$ cat config.mk
export PLATFORM = sky130hd
export DESIGN_NAME = gpio_ctl_regs
export DESIGN_NICKNAME = d
export VERILOG_FILES = /design/src/rtl/gpio_ctl_pkg.sv /design/src/rtl/gpio_ctl_decode.sv /design/src/rtl/gpio_ctl_store.sv /design/src/rtl/gpio_ctl_port.sv /design/src/rtl/gpio_ctl_regs.sv
export SDC_FILE = /design/constraint.sdc
export NUM_CORES = 1
export LEC_CHECK = 0
export ABC_AREA = 1
export CAP_MARGIN = 40
export CORE_MARGIN = 2
export CORE_UTILIZATION = 42
export CTS_CLUSTER_SIZE = 10
export DETAILED_ROUTE_END_ITERATION = 8
export HOLD_SLACK_MARGIN = 0.05
export PLACE_DENSITY = 0.7
export SLEW_MARGIN = 20
export SYNTH_ARGS = -nofsm -noshare
export SYNTH_HDL_FRONTEND = slang
export SYNTH_SLANG_ARGS = --single-unit
$ cat constraint.sdc
create_clock -name clk -period 1.45 [get_ports clk]
set_clock_uncertainty 0.15 [all_clocks]
set_input_delay 0.29 -clock clk [delete_from_list [all_inputs] [get_ports clk]]
set_output_delay 0.29 -clock clk [all_outputs]
set_load 0.01 [all_outputs]
$ cat src/rtl/gpio_ctl_pkg.sv
package gpio_ctl_pkg;
  localparam int DW     = 16;
  localparam int OFF_W  = 6;
  localparam int NPLAIN = 6;

  localparam logic [OFF_W-1:0] OFF_MODE   = 6'h00;
  localparam logic [OFF_W-1:0] OFF_CLKDIV = 6'h04;
  localparam logic [OFF_W-1:0] OFF_STAT   = 6'h08;
  localparam logic [OFF_W-1:0] OFF_POWER  = 6'h0C;
  localparam logic [OFF_W-1:0] OFF_CLKCTL = 6'h10;
  localparam logic [OFF_W-1:0] OFF_IRQREQ = 6'h14;
  localparam logic [OFF_W-1:0] OFF_IRQMSK = 6'h18;
  localparam logic [OFF_W-1:0] OFF_IRQSTA = 6'h1C;
  localparam logic [OFF_W-1:0] OFF_DIR    = 6'h20;
  localparam logic [OFF_W-1:0] OFF_LVLW   = 6'h24;
  localparam logic [OFF_W-1:0] OFF_LVLR   = 6'h28;

  localparam logic [DW-1:0] STATUS_VAL = 16'h0002;

  // plain storage slot indices
  localparam int P_MODE   = 0;
  localparam int P_CLKDIV = 1;
  localparam int P_CLKCTL = 2;
  localparam int P_IRQREQ = 3;
  localparam int P_IRQMSK = 4;
  localparam int P_IRQSTA = 5;

  typedef struct packed {
    logic mode;
    logic clkdiv;
    logic stat;
    logic power;
    logic clkctl;
    logic irqreq;
    logic irqmsk;
    logic irqsta;
    logic dir;
    logic lvlw;
    logic lvlr;
  } regsel_t;
endpackage

$ cat src/rtl/gpio_ctl_decode.sv
module gpio_ctl_decode
  import gpio_ctl_pkg::*;
(
  input  logic [OFF_W-1:0] off,
  output regsel_t          hit
);
  always_comb begin
    hit = '0;
    case (off)
      OFF_MODE:   hit.mode   = 1'b1;
      OFF_CLKDIV: hit.clkdiv = 1'b1;
      OFF_STAT:   hit.stat   = 1'b1;
      OFF_POWER:  hit.power  = 1'b1;
      OFF_CLKCTL: hit.clkctl = 1'b1;
      OFF_IRQREQ: hit.irqreq = 1'b1;
      OFF_IRQMSK: hit.irqmsk = 1'b1;
      OFF_IRQSTA: hit.irqsta = 1'b1;
      OFF_DIR:    hit.dir    = 1'b1;
      OFF_LVLW:   hit.lvlw   = 1'b1;
      OFF_LVLR:   hit.lvlr   = 1'b1;
      default:    hit = '0;
    endcase
  end
endmodule

$ cat src/rtl/gpio_ctl_store.sv
module gpio_ctl_store
  import gpio_ctl_pkg::*;
#(
  parameter int              W          = DW,
  parameter int              TRIG_BIT   = 7,
  parameter logic [W-1:0]    FORCE_MASK = 16'h8040
) (
  input  logic                      clk,
  input  logic                      rst_n,
  input  logic                      wr_en,
  input  regsel_t                   hit,
  input  logic [W-1:0]              wdata,
  output logic [NPLAIN-1:0][W-1:0]  plain_q,
  output logic [W-1:0]              power_q
);
  logic [NPLAIN-1:0] plain_we;
  logic [W-1:0]      power_nxt;
  logic              power_we;

  always_comb begin
    plain_we           = '0;
    plain_we[P_MODE]   = wr_en & hit.mode;
    plain_we[P_CLKDIV] = wr_en & hit.clkdiv;
    plain_we[P_CLKCTL] = wr_en & hit.clkctl;
    plain_we[P_IRQREQ] = wr_en & hit.irqreq;
    plain_we[P_IRQMSK] = wr_en & hit.irqmsk;
    plain_we[P_IRQSTA] = wr_en & hit.irqsta;
  end

  for (genvar g = 0; g < NPLAIN; g++) begin : g_plain
    logic [W-1:0] nxt;
    always_comb nxt = plain_we[g] ? wdata : plain_q[g];
    always_ff @(posedge clk or negedge rst_n) begin
      if (!rst_n) plain_q[g] <= '0;
      else        plain_q[g] <= nxt;
    end
  end

  always_comb begin
    power_we  = wr_en & hit.power;
    power_nxt = power_q;
    if (power_we)
      power_nxt = wdata | (wdata[TRIG_BIT] ? FORCE_MASK : '0);
  end

  always_ff @(posedge clk or negedge rst_n) begin
    if (!rst_n) power_q <= '0;
    else        power_q <= power_nxt;
  end

  // trigger bit forces the extra bits
  a_r3_power_force: assert property (@(posedge clk) disable iff (!rst_n)
    (power_we && wdata[TRIG_BIT]) |=> ((power_q & FORCE_MASK) == FORCE_MASK));

  // mode word moves only on its own write
  a_r2_mode_hold: assert property (@(posedge clk) disable iff (!rst_n)
    !plain_we[P_MODE] |=> $stable(plain_q[P_MODE]));
endmodule

$ cat src/rtl/gpio_ctl_port.sv
module gpio_ctl_port #(
  parameter int NLINE = 16
) (
  input  logic             clk,
  input  logic             rst_n,
  input  logic             dir_wr,
  input  logic             lvl_wr,
  input  logic [NLINE-1:0] wdata,
  input  logic [NLINE-1:0] pin_upd,
  input  logic [NLINE-1:0] pin_val,
  output logic [NLINE-1:0] dir_q,
  output logic [NLINE-1:0] lvl_q,
  output logic [NLINE-1:0] out_q,
  output logic [NLINE-1:0] chg_q
);
  logic [NLINE-1:0] dir_nxt, lvl_nxt, out_nxt, chg_nxt, eval;
  logic             reeval;

  // per-line level source: bus write beats pin update
  for (genvar i = 0; i < NLINE; i++) begin : g_lvl
    always_comb begin
      if (lvl_wr)          lvl_nxt[i] = wdata[i] & dir_q[i];
      else if (pin_upd[i]) lvl_nxt[i] = pin_val[i];
      else                 lvl_nxt[i] = lvl_q[i];
    end
  end

  always_comb begin
    reeval  = dir_wr | lvl_wr;
    dir_nxt = dir_wr ? wdata : dir_q;
    eval    = lvl_nxt & dir_nxt;
    out_nxt = reeval ? eval : out_q;
    chg_nxt = reeval ? (eval ^ out_q) : '0;
  end

  always_ff @(posedge clk or negedge rst_n) begin
    if (!rst_n) begin
      dir_q <= '0;
      lvl_q <= '0;
      out_q <= '0;
      chg_q <= '0;
    end else begin
      dir_q <= dir_nxt;
      lvl_q <= lvl_nxt;
      out_q <= out_nxt;
      chg_q <= chg_nxt;
    end
  end

  // stored level never exceeds the direction seen at write time
  a_r7_lvl_masked: assert property (@(posedge clk) disable iff (!rst_n)
    lvl_wr |=> ((lvl_q & ~$past(dir_q)) == '0));

  // outputs only drive lines configured as outputs
  a_r8_out_within_dir: assert property (@(posedge clk) disable iff (!rst_n)
    (out_q & ~dir_q) == '0);

  // change flags equal the actual output toggle
  a_r9_chg_exact: assert property (@(posedge clk) disable iff (!rst_n)
    reeval |=> (chg_q == (out_q ^ $past(out_q))));

  // no flags without a recomputation
  a_r9_chg_idle: assert property (@(posedge clk) disable iff (!rst_n)
    !reeval |=> (chg_q == '0));

  // pin activity alone leaves outputs alone
  a_r10_out_hold: assert property (@(posedge clk) disable iff (!rst_n)
    !reeval |=> $stable(out_q));
endmodule

$ cat src/rtl/gpio_ctl_regs.sv
module gpio_ctl_regs
  import gpio_ctl_pkg::*;
#(
  parameter int ADDR_W = 12,
  parameter int BUS_W  = 32
) (
  input  logic              clk,
  input  logic              rst_n,
  input  logic              bus_sel,
  input  logic              bus_we,
  input  logic [ADDR_W-1:0] bus_addr,
  input  logic [BUS_W-1:0]  bus_wdata,
  output logic [DW-1:0]     bus_rdata,
  input  logic [DW-1:0]     pin_upd,
  input  logic [DW-1:0]     pin_val,
  output logic [DW-1:0]     gpio_out,
  output logic [DW-1:0]     gpio_chg
);
  regsel_t                   hit;
  logic                      wr_en, rd_en;
  logic [DW-1:0]             wdata16;
  logic [NPLAIN-1:0][DW-1:0] plain_q;
  logic [DW-1:0]             power_q, dir_q, lvl_q;
  logic [DW-1:0]             rd_mux, rdata_q, rdata_nxt;
  logic                      unused_hi;

  assign wr_en     = bus_sel &  bus_we;
  assign rd_en     = bus_sel & ~bus_we;
  assign wdata16   = bus_wdata[DW-1:0];
  assign unused_hi = ^{bus_wdata[BUS_W-1:DW], bus_addr[ADDR_W-1:OFF_W]};

  gpio_ctl_decode u_dec (
    .off (bus_addr[OFF_W-1:0]),
    .hit (hit)
  );

  gpio_ctl_store #(.W(DW)) u_store (
    .clk     (clk),
    .rst_n   (rst_n),
    .wr_en   (wr_en),
    .hit     (hit),
    .wdata   (wdata16),
    .plain_q (plain_q),
    .power_q (power_q)
  );

  gpio_ctl_port #(.NLINE(DW)) u_port (
    .clk     (clk),
    .rst_n   (rst_n),
    .dir_wr  (wr_en & hit.dir),
    .lvl_wr  (wr_en & (hit.lvlw | hit.lvlr)),
    .wdata   (wdata16),
    .pin_upd (pin_upd),
    .pin_val (pin_val),
    .dir_q   (dir_q),
    .lvl_q   (lvl_q),
    .out_q   (gpio_out),
    .chg_q   (gpio_chg)
  );

  always_comb begin
    rd_mux = '0;
    if (hit.mode)                  rd_mux = plain_q[P_MODE];
    else if (hit.clkdiv)           rd_mux = plain_q[P_CLKDIV];
    else if (hit.stat)             rd_mux = STATUS_VAL;
    else if (hit.power)            rd_mux = power_q;
    else if (hit.clkctl)           rd_mux = plain_q[P_CLKCTL];
    else if (hit.irqreq)           rd_mux = plain_q[P_IRQREQ];
    else if (hit.irqmsk)           rd_mux = plain_q[P_IRQMSK];
    else if (hit.irqsta)           rd_mux = plain_q[P_IRQSTA];
    else if (hit.dir)              rd_mux = dir_q;
    else if (hit.lvlw | hit.lvlr)  rd_mux = lvl_q;
    rdata_nxt = rd_en ? rd_mux : rdata_q;
  end

  always_ff @(posedge clk or negedge rst_n) begin
    if (!rst_n) rdata_q <= '0;
    else        rdata_q <= rdata_nxt;
  end

  assign bus_rdata = rdata_q;

  // at most one word selected by any offset
  a_r6_onehot_hit: assert property (@(posedge clk) disable iff (!rst_n)
    $onehot0(hit));

  // read data only moves after a read strobe
  a_r12_rdata_hold: assert property (@(posedge clk) disable iff (!rst_n)
    !rd_en |=> $stable(bus_rdata));
endmodule

After elaboration in Yosys (flattened, before gate mapping)

Index checks and enable logic that the tools add are counted.

Register bits after elaboration: 192
Output and inout port bits: 48
Word-level logic and storage cells: 112

Eq/ne operators: 10
Muxes and demuxes: 56
Bitwise logic cells: 33
Reduce and logical (&&, ||, !) cells: 1

Operators by type and width:

| kind                                                                   | count |
|---|---|
| 16-bit 2-to-1 mux                                                      | 13 |
| 1-bit 2-to-1 mux                                                       | 43 |
| 1-bit bitwise AND                                                      | 27 |
| 6-bit by 5-bit equality test with 1-bit output (second input constant) | 4 |
| 6-bit equality test (second input constant)                            | 3 |
| 16-bit bitwise AND                                                     | 1 |
| 16-bit bitwise OR                                                      | 1 |
| 16-bit bitwise XOR                                                     | 1 |
| 6-bit by 4-bit equality test with 1-bit output (second input constant) | 2 |
| 6-bit by 3-bit equality test with 1-bit output (second input constant) | 1 |
| 6-bit zero test                                                        | 1 |
| 1-bit bitwise OR                                                       | 2 |
| 1-bit NOT                                                              | 1 |

Longest topological paths before layout

Depth in word-level cells: 13
Mapped depth: 13
Gate-level depth less buffers: 13

Cells and area by module

From an unflattened synthesis, not the netlist that was laid out.

Cells, all modules: 1184
Area, all modules: 9497.9 µm²

By module, submodules not included:

| module          | instances | cells each | area an instance (µm²) |
|---|---|---|---|
| gpio_ctl_store  | 1         | 385        | 3982.6 |
| gpio_ctl_port   | 1         | 367        | 3014.1 |
| gpio_ctl_regs   | 1         | 404        | 2388.5 |
| gpio_ctl_decode | 1         | 28         | 112.6 |

Least setup slack after synthesis

No wires, ideal clock.

Path type: input-to-reg
Start: input bus_addr[1]
End: register u_port.chg_q[1]
Data arrival time: 1.352 ns
Required time: 1.168 ns
Slack: -0.184 ns
Stages: 10
Cell sequence: nor2_4 nand2_2 nor2_8 nand2_2 buf_2 nand2_1 o21ai_2 nand2_1 xor2_1 nor2_1

RTL lines:

| element                | line                 | RTL |
|---|---|---|
| start: declaration     | gpio_ctl_regs.sv:11  | `input logic [ADDR_W-1:0] bus_addr,` |
| 6-bit equality test    | gpio_ctl_decode.sv:9 | `case (off)` |
| 1-bit 2-to-1 mux       | gpio_ctl_decode.sv:9 |  |
| 1-bit bitwise AND      | gpio_ctl_regs.sv:50  | `.dir_wr (wr_en & hit.dir),` |
| 16-bit 2-to-1 mux      | gpio_ctl_port.sv:30  | `dir_nxt = dir_wr ? wdata : dir_q;` |
| via u_port.dir_nxt[1]  | gpio_ctl_port.sv:16  | `logic [NLINE-1:0] dir_nxt, lvl_nxt, out_nxt, chg_nxt, eval;` |
| 16-bit bitwise AND     | gpio_ctl_port.sv:31  | `eval = lvl_nxt & dir_nxt;` |
| 16-bit bitwise XOR     | gpio_ctl_port.sv:33  | `chg_nxt = reeval ? (eval ^ out_q) : '0;` |
| 16-bit 2-to-1 mux      | gpio_ctl_port.sv:33  |  |
| via u_port.chg_nxt[1]  | gpio_ctl_port.sv:16  |  |
| end signal: assignment | gpio_ctl_port.sv:46  | `chg_q <= chg_nxt;` |
| end: declaration       | gpio_ctl_port.sv:14  | `output logic [NLINE-1:0] chg_q` |

The timed path passes the listed nets, and every way through them passes these cells.
A chain may end at the register's enable or synchronous reset.

Worst setup path after layout

Start: input bus_addr[0]
End: register u_port.chg_q[4]

Word-level cells in the longest chain between the ends: 8

Ends and longest elaborated chain:

| element               | line                 | RTL |
|---|---|---|
| 6-bit equality test   | gpio_ctl_decode.sv:9 |  |
| 1-bit 2-to-1 mux      | gpio_ctl_decode.sv:9 |  |
| 1-bit bitwise OR *    | gpio_ctl_regs.sv:51  | `.lvl_wr (wr_en & (hit.lvlw \| hit.lvlr)),` |
| 1-bit bitwise AND *   | gpio_ctl_regs.sv:51  |  |
| 1-bit 2-to-1 mux *    | gpio_ctl_port.sv:22  | `if (lvl_wr) lvl_nxt[i] = wdata[i] & dir_q[i];` |
| via u_port.lvl_nxt[4] | gpio_ctl_port.sv:16  |  |
| 16-bit bitwise AND *  | gpio_ctl_port.sv:31  |  |
| 16-bit bitwise XOR *  | gpio_ctl_port.sv:33  |  |
| 16-bit 2-to-1 mux *   | gpio_ctl_port.sv:33  |  |
| via u_port.chg_nxt[4] | gpio_ctl_port.sv:16  |  |

Mark *: on every way through the listed nets, which the timed path passes. The rest lies on a longest branch.

==> out/qor.yml <==
outcome:
  status: "finished with violations"
  violated_checks: "setup timing"
finish:
  final_core_utilization: 0.592
  instances_no_fill: 1496
  area.growth.synth_to_final_pct: 37.9
  register_area_um2: 4800
  num_antenna_cells: 0
  fillCellCount: 1749
  layout.nets: 1293
  final_layout_size_suffix_gt1_frac: 0.294
  multi_input_comb_area_um2: 3840
sta:
  max-slew-margin-rel: 0.725
  final_period_minus_worst_setup_slack_ns: 1.53
  max_clock_freq_mhz: 654
  final-max-slew-violation-count: 0
  totalNegativeSetupSlack_ns: -0.599
  count_of_endpoints_failing_setup_in_the_final_report: 17
  final_hold_viol_count: 0
  worst_pin_slew_ns: 0.408
  rsz0062_at_grt: "yes"
  postLayoutSetupSlackWorst_ns: -0.0796
  timing.final.crit_share: 1.05
drt:
  detailedRoute.firstIterationViolations: 618
  postRouteAntennaNets: 0
  drt_wl_total_um: 22500
  detail_route.first_pass.iterations: 5
  routed_wire_length_per_instance_um: 15.1
  drc: 0
  vias_per_cell: 5.00
  vias: 7480
floorplan:
  floorplan.die.height_um: 148
  die_width_um: 148
  placeable_area_um2: 20300
  top_level_ports: 128
  die_area_um2: 21900
  placementRows: 52
  initial_utilization: 0.430
cts:
  clk-insertion-delay-late_ns: 0.43
  cts_tree: "built"
  cts-root-to-sink-buffers: 2
  clock_sinks: 192
  clock_tree.htree_level_count: 4
  numCtsBuffers: 17
  ctsRootBufferMaster: "sky130_fd_sc_hd__clkbuf_16"
  clk_pin_slew_worst_paths_ns: 0.07
worst_setup_path:
  critPathLaunch: "bus_addr[0]"
  timing.critical_path.slowest_cell_delay_ns: 0.19
  cp-start-kind: "input pin"
  crit_required_ns: 1.62
  critical_path.max_fanout: 8
  timing.critical_path.max_delay_family: "simple AND/OR/NAND/NOR gates"
  cp.depth: 13
  worst_r2r_path_depth: 5
  cp-endpoint: "u_port.chg_q[4]$_DFF_PN0_"
  r2r_setup_slk_ns: -0.03
  worst_path_max_delay_cell: "sky130_fd_sc_hd__nor2_4"
  critical_path.most_common_cell: "sky130_fd_sc_hd__buf_6"
  worstPathCellList: "buf_6 -> nor2_4 -> buf_6 -> nand2_4 -> nand2_4 -> nand3_4 -> buf_12 -> inv_16 -> buf_6 -> o21ai_4 -> nand2_2 -> xor2_1 -> nor2_1"
  endpoint_kind: "flip-flop"
  critical_path_buf_inv_count: 5
  arrival_ns: 1.70
  worst_r2r_startpoint: "u_port.lvl_q[4]$_DFF_PN0_"
  setup.worst_path.class: "in2reg"
  rr_endpoint: "u_port.chg_q[4]$_DFF_PN0_"
global_route:
  grt_use_total: 0.207
  grt_pass1_wl_um: 36900
  grt_overflow_total: 0
  grt_util_met3: 0.0353
  grt_start_max_net_pins: 51
  met1_usage: 0.305
  initial_antenna_violation_count: 0
  globalRoute.busiestLayer: "met2"
  grt_use_met2: 0.320
  first_global_vias: 7270
yosys:
  postSynthCellCount: 1011
  ys_ff_latch: 192
  mappedNetlistNets: 1091
  synth.avg_cell_area_um2: 8.62
  netlist_area_um2: 8720
  sequential_fraction_of_the_synthesis_area: 0.551
  yosys_warning_total: 0
  synth_cell_type_count: 34
place:
  placement.io_buffers: 105
  detailedPlacementHpwl_um: 14700
  number_of_instances_in_the_placed_design: 1412
  gpl.final_weighted_congestion: 0.759
job:
  max_cap_viol_count: 0
hold_path:
  hold_crit_class: "in2async"
pwr:
  total_leakage_power_nw: 6.01
  fin_total_pwr_mw: 12.3
  power_per_cell_area_nw_per_um2: 1020
  worst_vdd_rail_ir_drop_v: 0.000909
[how the worst min path moves through the flow]
stage | from | endpoint | slack, ns | depth (start not counted)
after floorplan | rst_n | bus_rdata[0]$_DFFE_PN0P_ | -0.16 | 0
after global placement | rst_n | bus_rdata[5]$_DFFE_PN0P_ | 0.03 | 1
after detailed placement | rst_n | bus_rdata[5]$_DFFE_PN0P_ | 0.04 | 1
after CTS | rst_n | bus_rdata[5]$_DFFE_PN0P_ | 0.15 | 2
after global routing | rst_n | bus_rdata[5]$_DFFE_PN0P_ | 0.16 | 2
final | rst_n | bus_rdata[5]$_DFFE_PN0P_ | 0.14 | 2
[Yosys cell counts (all sizes together)]
library cell / count / area, um2
nand2: 343 / 1350
dfrtp: 192 / 4800
o21ai: 173 / 978
nor2: 65 / 297
nand3: 56 / 328
inv: 54 / 205
a21oi: 37 / 185
clkbuf: 29 / 111
buf: 18 / 145
xor2: 16 / 140
or2: 11 / 68.8
o22ai: 6 / 37.5
nand4: 4 / 25.0
a22oi: 2 / 15.0
clkinv: 2 / 8.75
o21bai: 2 / 15.0
nand3b: 1 / 7.51
[per-stage QoR]
| step | area [um2] | worst slack (ns) | hold slack (ns) |
|---|---|---|---|
| 3_5_place_dp | 10700 | -0.921 | 0.0353 |
| 4_1_cts | 11700 | -0.00540 | 0.148 |
| 5_1_grt | 12000 | -0.134 | 0.161 |
| 2_1_floorplan | 8800 | -0.164 | -0.156 |
| 6_report | 12000 | -0.0796 | 0.139 |
| 3_3_place_gp | 10700 | -0.862 | 0.0349 |
[power breakdown]
part           leakage (nW)  total (mW)  switching, mW  internal [mW]
combinational          3.13        1.32          0.725          0.598
clock                 0.305        5.02           2.19           2.83
sequential             2.58        5.95          0.233           5.72
total                  6.01        12.3           3.15           9.15
[cells by family after synthesis]
logic type                share of synthesized area
and+or+nand+nor                               0.238
AOI/OAI and AO/OA                             0.141
DFF                                           0.551
buffers and inverters                        0.0540
xor gates and xnor gates                     0.0161
[per-layer routing]
| layer | wire, um | part of all wire |
|---|---|---|
| met3 | 987 | 0.044 |
| met1 | 11000 | 0.49 |
| met4 | 227 | 0.010 |
| met5 | 0 | 0 |
| met2 | 10400 | 0.46 |
[worst register-to-register path: stages (launching register included)]
cell and delay [ns]:
sky130_fd_sc_hd__dfrtp_1 0.40, sky130_fd_sc_hd__o21ai_0 0.37, sky130_fd_sc_hd__o21ai_4 0.12, sky130_fd_sc_hd__nand2_2 0.11, sky130_fd_sc_hd__xor2_1 0.17, sky130_fd_sc_hd__nor2_1 0.06
[area by class of cell]
class                           instances  area share
Clock inverter                         14      0.0163
Clock buffer                           18      0.0365
Tap cell                              270      0.0281
Inverter                               56      0.0211
Sequential cell                       192       0.400
Timing Repair Buffer                  225       0.175
Multi-Input combinational cell        717       0.320
Timing Repair inverter                  4     0.00406
[timing repair]
action	4_1_cts	5_1_grt
resized for setup	286	67
hold endpoints to repair	192	0
hold buffers	1	0
pin swaps	28	39
setup endpoints to repair	238	103
cloned	6	2
setup buffers	36	7
[sequential cells by signal, summed over array words and instances (netlist names)]
name and flops:
bus_rdata 16, u_port.out_q 16, u_port.dir_q 16, u_port.chg_q 16, u_store.plain_q 96, u_port.lvl_q 16
u_store.power_q 16
[layout by cell type (no fill, tap or decap), types with 3 or more instances in the layout]
| cell | instances |
|---|---|
| sky130_fd_sc_hd__nand2_1 | 296 |
| sky130_fd_sc_hd__dfrtp_1 | 192 |
| sky130_fd_sc_hd__o21ai_0 | 114 |
| sky130_fd_sc_hd__buf_4 | 84 |
| sky130_fd_sc_hd__nor2_1 | 54 |
| sky130_fd_sc_hd__clkdlybuf4s50_1 | 48 |
| sky130_fd_sc_hd__buf_2 | 47 |
| sky130_fd_sc_hd__inv_1 | 43 |
| sky130_fd_sc_hd__nand2_2 | 38 |
| sky130_fd_sc_hd__nand3_1 | 32 |
| sky130_fd_sc_hd__a21oi_1 | 30 |
| sky130_fd_sc_hd__o21ai_1 | 26 |
| sky130_fd_sc_hd__o21ai_2 | 23 |
| sky130_fd_sc_hd__nand3_2 | 21 |
| sky130_fd_sc_hd__buf_12 | 21 |
| sky130_fd_sc_hd__clkbuf_16 | 18 |
| sky130_fd_sc_hd__xor2_1 | 16 |
| sky130_fd_sc_hd__buf_6 | 16 |
| sky130_fd_sc_hd__o21ai_4 | 10 |
| sky130_fd_sc_hd__nand2_4 | 8 |
| sky130_fd_sc_hd__or2_2 | 8 |
| sky130_fd_sc_hd__a21oi_2 | 7 |
| sky130_fd_sc_hd__inv_2 | 6 |
| sky130_fd_sc_hd__inv_6 | 6 |
| sky130_fd_sc_hd__nor2_4 | 5 |
| sky130_fd_sc_hd__nor2_2 | 4 |
| sky130_fd_sc_hd__inv_8 | 4 |
| sky130_fd_sc_hd__o22ai_2 | 4 |
| sky130_fd_sc_hd__nand4_1 | 4 |
| sky130_fd_sc_hd__clkinv_4 | 3 |
| sky130_fd_sc_hd__nand3_4 | 3 |
| sky130_fd_sc_hd__or2_4 | 3 |
| sky130_fd_sc_hd__bufinv_16 | 3 |
| sky130_fd_sc_hd__clkinv_8 | 3 |
(Power assumes the default switching activity.)
